<file path="src/rtl/kwd_pkg.sv">
package kwd_pkg;

  localparam logic [7:0] RESTART_KEY_LO = 8'h1E;
  localparam logic [7:0] RESTART_KEY_HI = 8'hE1;
  localparam logic [7:0] FORCE_KEY_LO   = 8'h5A;
  localparam logic [7:0] FORCE_KEY_HI   = 8'hA5;

  // Which pair, if any, the previous key write opened
  typedef enum logic [1:0] {
    ARM_NONE  = 2'd0,
    ARM_FEED  = 2'd1,
    ARM_FORCE = 2'd2
  } arm_t;

  typedef struct packed {
    logic feed;
    logic force_rst;
    logic fault;
  } key_evt_t;

  // Pair opened by a first byte (ARM_NONE means the byte is not a key)
  function automatic arm_t arm_of(input logic [7:0] b);
    if (b == RESTART_KEY_LO)    return ARM_FEED;
    else if (b == FORCE_KEY_LO) return ARM_FORCE;
    else                        return ARM_NONE;
  endfunction

  // Outcome of one accepted key write given the pair state
  function automatic key_evt_t judge(input arm_t arm, input logic [7:0] b);
    key_evt_t e;
    e = '0;
    case (arm)
      ARM_NONE:  e.fault = (arm_of(b) == ARM_NONE);
      ARM_FEED:  if (b == RESTART_KEY_HI) e.feed = 1'b1; else e.fault = 1'b1;
      ARM_FORCE: if (b == FORCE_KEY_HI) e.force_rst = 1'b1; else e.fault = 1'b1;
      default:   e.fault = 1'b1;
    endcase
    return e;
  endfunction

endpackage

</file>
<file path="src/rtl/kwd_key_seq.sv">
module kwd_key_seq
  import kwd_pkg::*;
(
  input  logic       clk,
  input  logic       rst_n,
  input  logic       blocked,
  input  logic       key_wr,
  input  logic [7:0] key_data,
  output logic       feed_evt,
  output logic       force_evt,
  output logic       fault_evt
);

  arm_t     arm_q;
  key_evt_t evt;

  always_comb begin
    evt = '0;
    if (key_wr && !blocked) evt = judge(arm_q, key_data);
  end

  assign feed_evt  = evt.feed;
  assign force_evt = evt.force_rst;
  assign fault_evt = evt.fault;

  always_ff @(posedge clk or negedge rst_n) begin
    if (!rst_n)                     arm_q <= ARM_NONE;
    else if (blocked)               arm_q <= ARM_NONE;
    else if (key_wr) begin
      if (arm_q == ARM_NONE)        arm_q <= arm_of(key_data);
      else                          arm_q <= ARM_NONE;
    end
  end


  evt_exclusive_chk: assert property (@(posedge clk) disable iff (!rst_n)
    $onehot0({feed_evt, force_evt, fault_evt}));


  pulse_drops_pair_chk: assert property (@(posedge clk) disable iff (!rst_n)
    blocked |=> (arm_q == ARM_NONE));


  idle_keeps_pair_chk: assert property (@(posedge clk) disable iff (!rst_n)
    (!key_wr && !blocked) |=> $stable(arm_q));

endmodule

</file>
<file path="src/rtl/kwd_tmo_counter.sv">
module kwd_tmo_counter #(
  parameter int BASE_LOG2 = 14
) (
  input  logic       clk,
  input  logic       rst_n,
  input  logic       enable,
  input  logic       tick,
  input  logic       hold,
  input  logic       restart,
  input  logic [2:0] period_sel,
  output logic       timeout_evt
);

  localparam int CW = BASE_LOG2 + 7;

  logic [CW-1:0] count_q;

  // Last count value before the time-out: 2^(BASE_LOG2+sel) - 1
  function automatic logic [CW-1:0] last_count(input logic [2:0] sel);
    return {CW{1'b1}} >> (3'd7 - sel);
  endfunction

  logic run;
  assign run         = enable && !hold && !restart;
  assign timeout_evt = run && tick && (count_q >= last_count(period_sel));

  always_ff @(posedge clk or negedge rst_n) begin
    if (!rst_n)           count_q <= '0;
    else if (!run)        count_q <= '0;
    else if (timeout_evt) count_q <= '0;
    else if (tick)        count_q <= count_q + 1'b1;
  end


  tmo_wraps_chk: assert property (@(posedge clk) disable iff (!rst_n)
    timeout_evt |=> (count_q == '0));


  disabled_clear_chk: assert property (@(posedge clk) disable iff (!rst_n)
    !enable |=> (count_q == '0));


  no_tick_hold_chk: assert property (@(posedge clk) disable iff (!rst_n)
    (run && !tick) |=> $stable(count_q));


  pulse_hold_chk: assert property (@(posedge clk) disable iff (!rst_n)
    hold |-> !timeout_evt);

endmodule

</file>
<file path="src/rtl/kwd_pulse_gen.sv">
module kwd_pulse_gen #(
  parameter int PULSE_LEN = 16
) (
  input  logic clk,
  input  logic rst_n,
  input  logic trigger,
  output logic active
);

  localparam int CNTW = $clog2(PULSE_LEN + 1);
  localparam logic [CNTW-1:0] LOAD = CNTW'(PULSE_LEN);

  logic [CNTW-1:0] left_q;

  always_ff @(posedge clk or negedge rst_n) begin
    if (!rst_n)              left_q <= '0;
    else if (trigger)        left_q <= LOAD;
    else if (left_q != '0)   left_q <= left_q - 1'b1;
  end

  assign active = (left_q != '0);


  pulse_start_chk: assert property (@(posedge clk) disable iff (!rst_n)
    trigger |=> active);


  pulse_sustain_chk: assert property (@(posedge clk) disable iff (!rst_n)
    (active && left_q > 1) |=> active);

endmodule

</file>
<file path="src/rtl/kwd_cause_flags.sv">
module kwd_cause_flags (
  input  logic clk,
  input  logic rst_n,
  input  logic set_ovf,
  input  logic set_sw,
  input  logic clr,
  output logic ovf_flag,
  output logic sw_flag
);

  always_ff @(posedge clk or negedge rst_n) begin
    if (!rst_n) begin
      ovf_flag <= 1'b0;
      sw_flag  <= 1'b0;
    end else begin
      if (set_ovf)  ovf_flag <= 1'b1;
      else if (clr) ovf_flag <= 1'b0;
      if (set_sw)   sw_flag  <= 1'b1;
      else if (clr) sw_flag  <= 1'b0;
    end
  end


  set_wins_chk: assert property (@(posedge clk) disable iff (!rst_n)
    (set_ovf || set_sw) |=> ((ovf_flag || !$past(set_ovf)) && (sw_flag || !$past(set_sw))));


  flags_sticky_chk: assert property (@(posedge clk) disable iff (!rst_n)
    (!clr && !set_ovf && !set_sw) |=> ($stable(ovf_flag) && $stable(sw_flag)));

endmodule

</file>
<file path="src/rtl/keyed_watchdog.sv">
module keyed_watchdog #(
  parameter int BASE_LOG2 = 14,
  parameter int PULSE_LEN = 16
) (
  input  logic       clk,
  input  logic       rst_n,
  input  logic       tick,
  input  logic       wdt_en,
  input  logic [2:0] period_sel,
  input  logic       key_wr,
  input  logic [7:0] key_data,
  input  logic       flag_clr,
  output logic       ovf_flag,
  output logic       sw_flag,
  output logic       rst_pulse
);

  logic feed_evt;
  logic force_evt;
  logic fault_evt;
  logic timeout_evt;
  logic trigger;

  kwd_key_seq u_keys (
    .clk       (clk),
    .rst_n     (rst_n),
    .blocked   (rst_pulse),
    .key_wr    (key_wr),
    .key_data  (key_data),
    .feed_evt  (feed_evt),
    .force_evt (force_evt),
    .fault_evt (fault_evt)
  );

  kwd_tmo_counter #(.BASE_LOG2(BASE_LOG2)) u_count (
    .clk         (clk),
    .rst_n       (rst_n),
    .enable      (wdt_en),
    .tick        (tick),
    .hold        (rst_pulse),
    .restart     (feed_evt),
    .period_sel  (period_sel),
    .timeout_evt (timeout_evt)
  );

  assign trigger = timeout_evt || force_evt || fault_evt;

  kwd_pulse_gen #(.PULSE_LEN(PULSE_LEN)) u_pulse (
    .clk     (clk),
    .rst_n   (rst_n),
    .trigger (trigger),
    .active  (rst_pulse)
  );

  kwd_cause_flags u_flags (
    .clk      (clk),
    .rst_n    (rst_n),
    .set_ovf  (timeout_evt || fault_evt),
    .set_sw   (force_evt || fault_evt),
    .clr      (flag_clr),
    .ovf_flag (ovf_flag),
    .sw_flag  (sw_flag)
  );


  trigger_pulse_chk: assert property (@(posedge clk) disable iff (!rst_n)
    trigger |=> rst_pulse);


  ovf_cause_chk: assert property (@(posedge clk) disable iff (!rst_n)
    $rose(ovf_flag) |-> $past(timeout_evt || fault_evt));


  sw_cause_chk: assert property (@(posedge clk) disable iff (!rst_n)
    $rose(sw_flag) |-> $past(force_evt || fault_evt));


  feed_quiet_chk: assert property (@(posedge clk) disable iff (!rst_n)
    feed_evt |-> !trigger);

endmodule

</file>
<file path="config.mk">
export PLATFORM = sky130hd
export DESIGN_NAME = keyed_watchdog
export DESIGN_NICKNAME = d
export VERILOG_FILES = /design/src/rtl/kwd_pkg.sv /design/src/rtl/kwd_key_seq.sv /design/src/rtl/kwd_tmo_counter.sv /design/src/rtl/kwd_pulse_gen.sv /design/src/rtl/kwd_cause_flags.sv /design/src/rtl/keyed_watchdog.sv
export SDC_FILE = /design/constraint.sdc
export NUM_CORES = 1
export LEC_CHECK = 0
export BUFFER_PORTS_ARGS = -buffer_cell sky130_fd_sc_hd__buf_2
export CORE_ASPECT_RATIO = 0.6
export CORE_MARGIN = 3
export CORE_UTILIZATION = 50
export CTS_CLUSTER_SIZE = 16
export DETAILED_ROUTE_END_ITERATION = 6
export PLACE_DENSITY = 0.79
export SETUP_SLACK_MARGIN = 0.05
export SYNTH_ARGS = -nofsm -noshare
export SYNTH_HDL_FRONTEND = slang
export SYNTH_SLANG_ARGS = --single-unit
</file>
<file path="constraint.sdc">
create_clock -name clk -period 5.95 [get_ports clk]
set_clock_uncertainty 0.2 [all_clocks]
set_input_delay 1.785 -clock clk [delete_from_list [all_inputs] [get_ports clk]]
set_output_delay 1.785 -clock clk [all_outputs]
set_load 0.01 [all_outputs]
</file>
==> results.cfg <==
[critical_path]
crit_type = flip-flop to output port
cp_common_cell = inv_1
cp_cell_sequence = inv_1 -> ha_1 -> nor4b_4 -> inv_1 -> buf_2
crit_fanout = 10
end_kind = output port
crit_slowest_cell = nor4b_4
r2r_cells = 8
crit_cells = 5
crit_arrival_ns = 1.88
path_buf_inv = 3
critPathTopFamily = buffers and inverters
max_stage_delay_ns = 0.45
required_ns = 3.96
start_kind = flip-flop

[global_routing]
grt_antenna_before_repair = 0
globalRouteOverflowTotal = 0
grt_max_degree = 32
grt_pass1_vias = 1744
met3_usage_pct = 6.86
busiest_layer = met1
grt_usage_pct = 22.0
grt_pass1_wl_mm = 8.34
met2_usage_pct = 28.9
grt_util_met1_pct = 32.6

[floorplan]
floorplan.die_area_um2 = 4900
die_w_um = 88.4
num_io_pins = 20
initial_core_util_pct = 53.7
die_h_um = 55.4
row_count = 17
core_area_um2 = 3790

[timing]
setup_ws_ns = 2.09
max_freq_mhz = 259
post-route-period-util_pct = 64.9
hold_slack_ns = 0.327
maxSlewViolCount = 0
tightest_slew_ns = 1.08
hold_viol_final = 0
relSlewSlack_pct = 27.4
rsz0062_at_grt = false
final.setup.tns_ns = 0
layout_min_cycle_time_ns = 3.86
setup_violations = 0

[synth]
yosysWarnings = 0
syn_area_per_cell_um2 = 8.62
seq_area_frac_synth_pct = 36.9
synthFlopType = dfrtp_1
syn_nets = 263
synth_top_cell_by_area = dfrtp_1
synthArstFlopShare_pct = 100
ys_seq_elements = 30
synth-edff-count = 0
syn_area_um2 = 2030
netlist_instances = 236
synthDominantCellAreaShare_pct = 36.9
synthTopCellsByArea = dfrtp_1 37%, ha_1 6.2%, nand2_1 5.7%, nand3_1 5.4%, nand4_1 4.9%
yosys.cell_types.count = 47

[cts]
cts_buffer_depth = 2
cts_sinks = 30
ctsHoldBuffers = 0
post-cts-setup-buffers = 0
cts_tree = done
cts_buffers = 5
htree_levels = 2
post_cts_resized = 0
clock_latency_ns = 0.29
cts_root_buffer = clkbuf_8
path_clk_slew_ns = 0.06

[power_and_ir_drop]
cellPowerDensity_nw_per_um2 = 234
power_uw = 531
ir_worst_vdd_mv = 0.189
power_leakage_nw = 0.956

[placement]
dp_hpwl_mm = 3.63
io_buffer_count = 19
gp_congestion = 0.876
dp_slack_ns = 1.83

[finish]
nets = 282
drive_above_1_share_pct = 14.5
multi_input_area_um2 = 1220
ff_latch_area_um2 = 751
fillers = 335
area_growth_pct = 11.4
diodes = 0

[route]
drt_first_pass_iters = 4
wl_per_cell_um = 16.4
drc_errors = 0
vias = 1896
ant_nets = 0
drt-initial-drc-count = 106
viasPerCell = 6.26
wl_mm = 4.96

[flow_run]
drv_cap = 0

[min_path]
hp-class = flip-flop to flip-flop
min_path_cells = 1

[status]
status = completed
kinds of logic (layout without fill, tap and decap cells):
group           Yosys count  in the layout  share of synthesized area, %
flops                    30             30                          36.9
buf+inv                  19             39                          4.12
compound gates           43             43                          14.1
fa+ha+maj                10             10                          6.15
mux                       2              2                         0.984
xor+xnor                  4              4                          1.72
simple gates            128            128                          36.0
area by class of cell:
cell class                      count  area share (%)
Multi-Input combinational cell    187            53.7
Sequential cell                    30            33.1
Timing Repair Buffer               21            4.86
Clock buffer                        7            3.81
Tap cell                           47            2.60
Inverter                           10            1.66
Clock inverter                      1           0.221
placed cells by master (no fill, tap or decap), types with 8 or more instances in the layout:
master,n
nand4_1,16
dfrtp_1,30
nor2_1,14
buf_2,19
a31oi_1,12
ha_1,10
nand3_1,22
o21ai_0,8
inv_1,10
nand2_1,31
stage by stage:
stage	util (%)	std cells	area, µm²
floorplan	-	236	2030
global placement	57.4	295	2170
detailed placement	57.4	295	2170
CTS	59.8	303	2270
global route	59.8	303	2270
finish	59.8	303	2270
cells in the mapped netlist, drive strengths merged (5+ instances only):
library cell,count
a21oi,7
a31oi,12
buf,5
dfrtp,30
ha,10
inv,10
nand2,33
nand3,23
nand4,17
nor2,14
nor2b,5
nor3,6
nor4,5
o21ai,8
power by group:
group	total [mW]	internal, mW	switching (mW)
clock network	0.173	0.0932	0.0802
registers	0.248	0.226	0.0224
logic	0.109	0.0478	0.0614
total	0.531	0.367	0.164
state kept, by name, summed over array words and instances (netlist names):
register and cells:
u_count.count_q 21, u_flags.sw_flag 1, u_keys.arm_q 2, u_pulse.left_q 5
u_flags.ovf_flag 1
path summary, 6_finish.rpt:
kind	startpoint	end	slack [ns]
max	u_pulse.left_q[0]$_DFFE_PN0P_	rst_pulse	2.09
min	u_count.count_q[18]$_DFFE_PN0P_	u_count.count_q[18]$_DFFE_PN0P_	0.33
max reg2reg	u_pulse.left_q[0]$_DFFE_PN0P_	u_count.count_q[16]$_DFFE_PN0P_	3.03
min reg2reg	u_count.count_q[18]$_DFFE_PN0P_	u_count.count_q[18]$_DFFE_PN0P_	0.33
max in group asynchronous	rst_n	u_keys.arm_q[0]$_DFFE_PN0P_	3.77
min in group asynchronous	rst_n	u_count.count_q[18]$_DFFE_PN0P_	1.33
metal layers:
layer / vias up / part of all wire (%)
met1: 882 / 49
met2: 70 / 41
met5: - / 0
li1: 935 / -
met3: 9 / 8.3
met4: 0 / 1.7
Power figures use the tool's default switching activity.
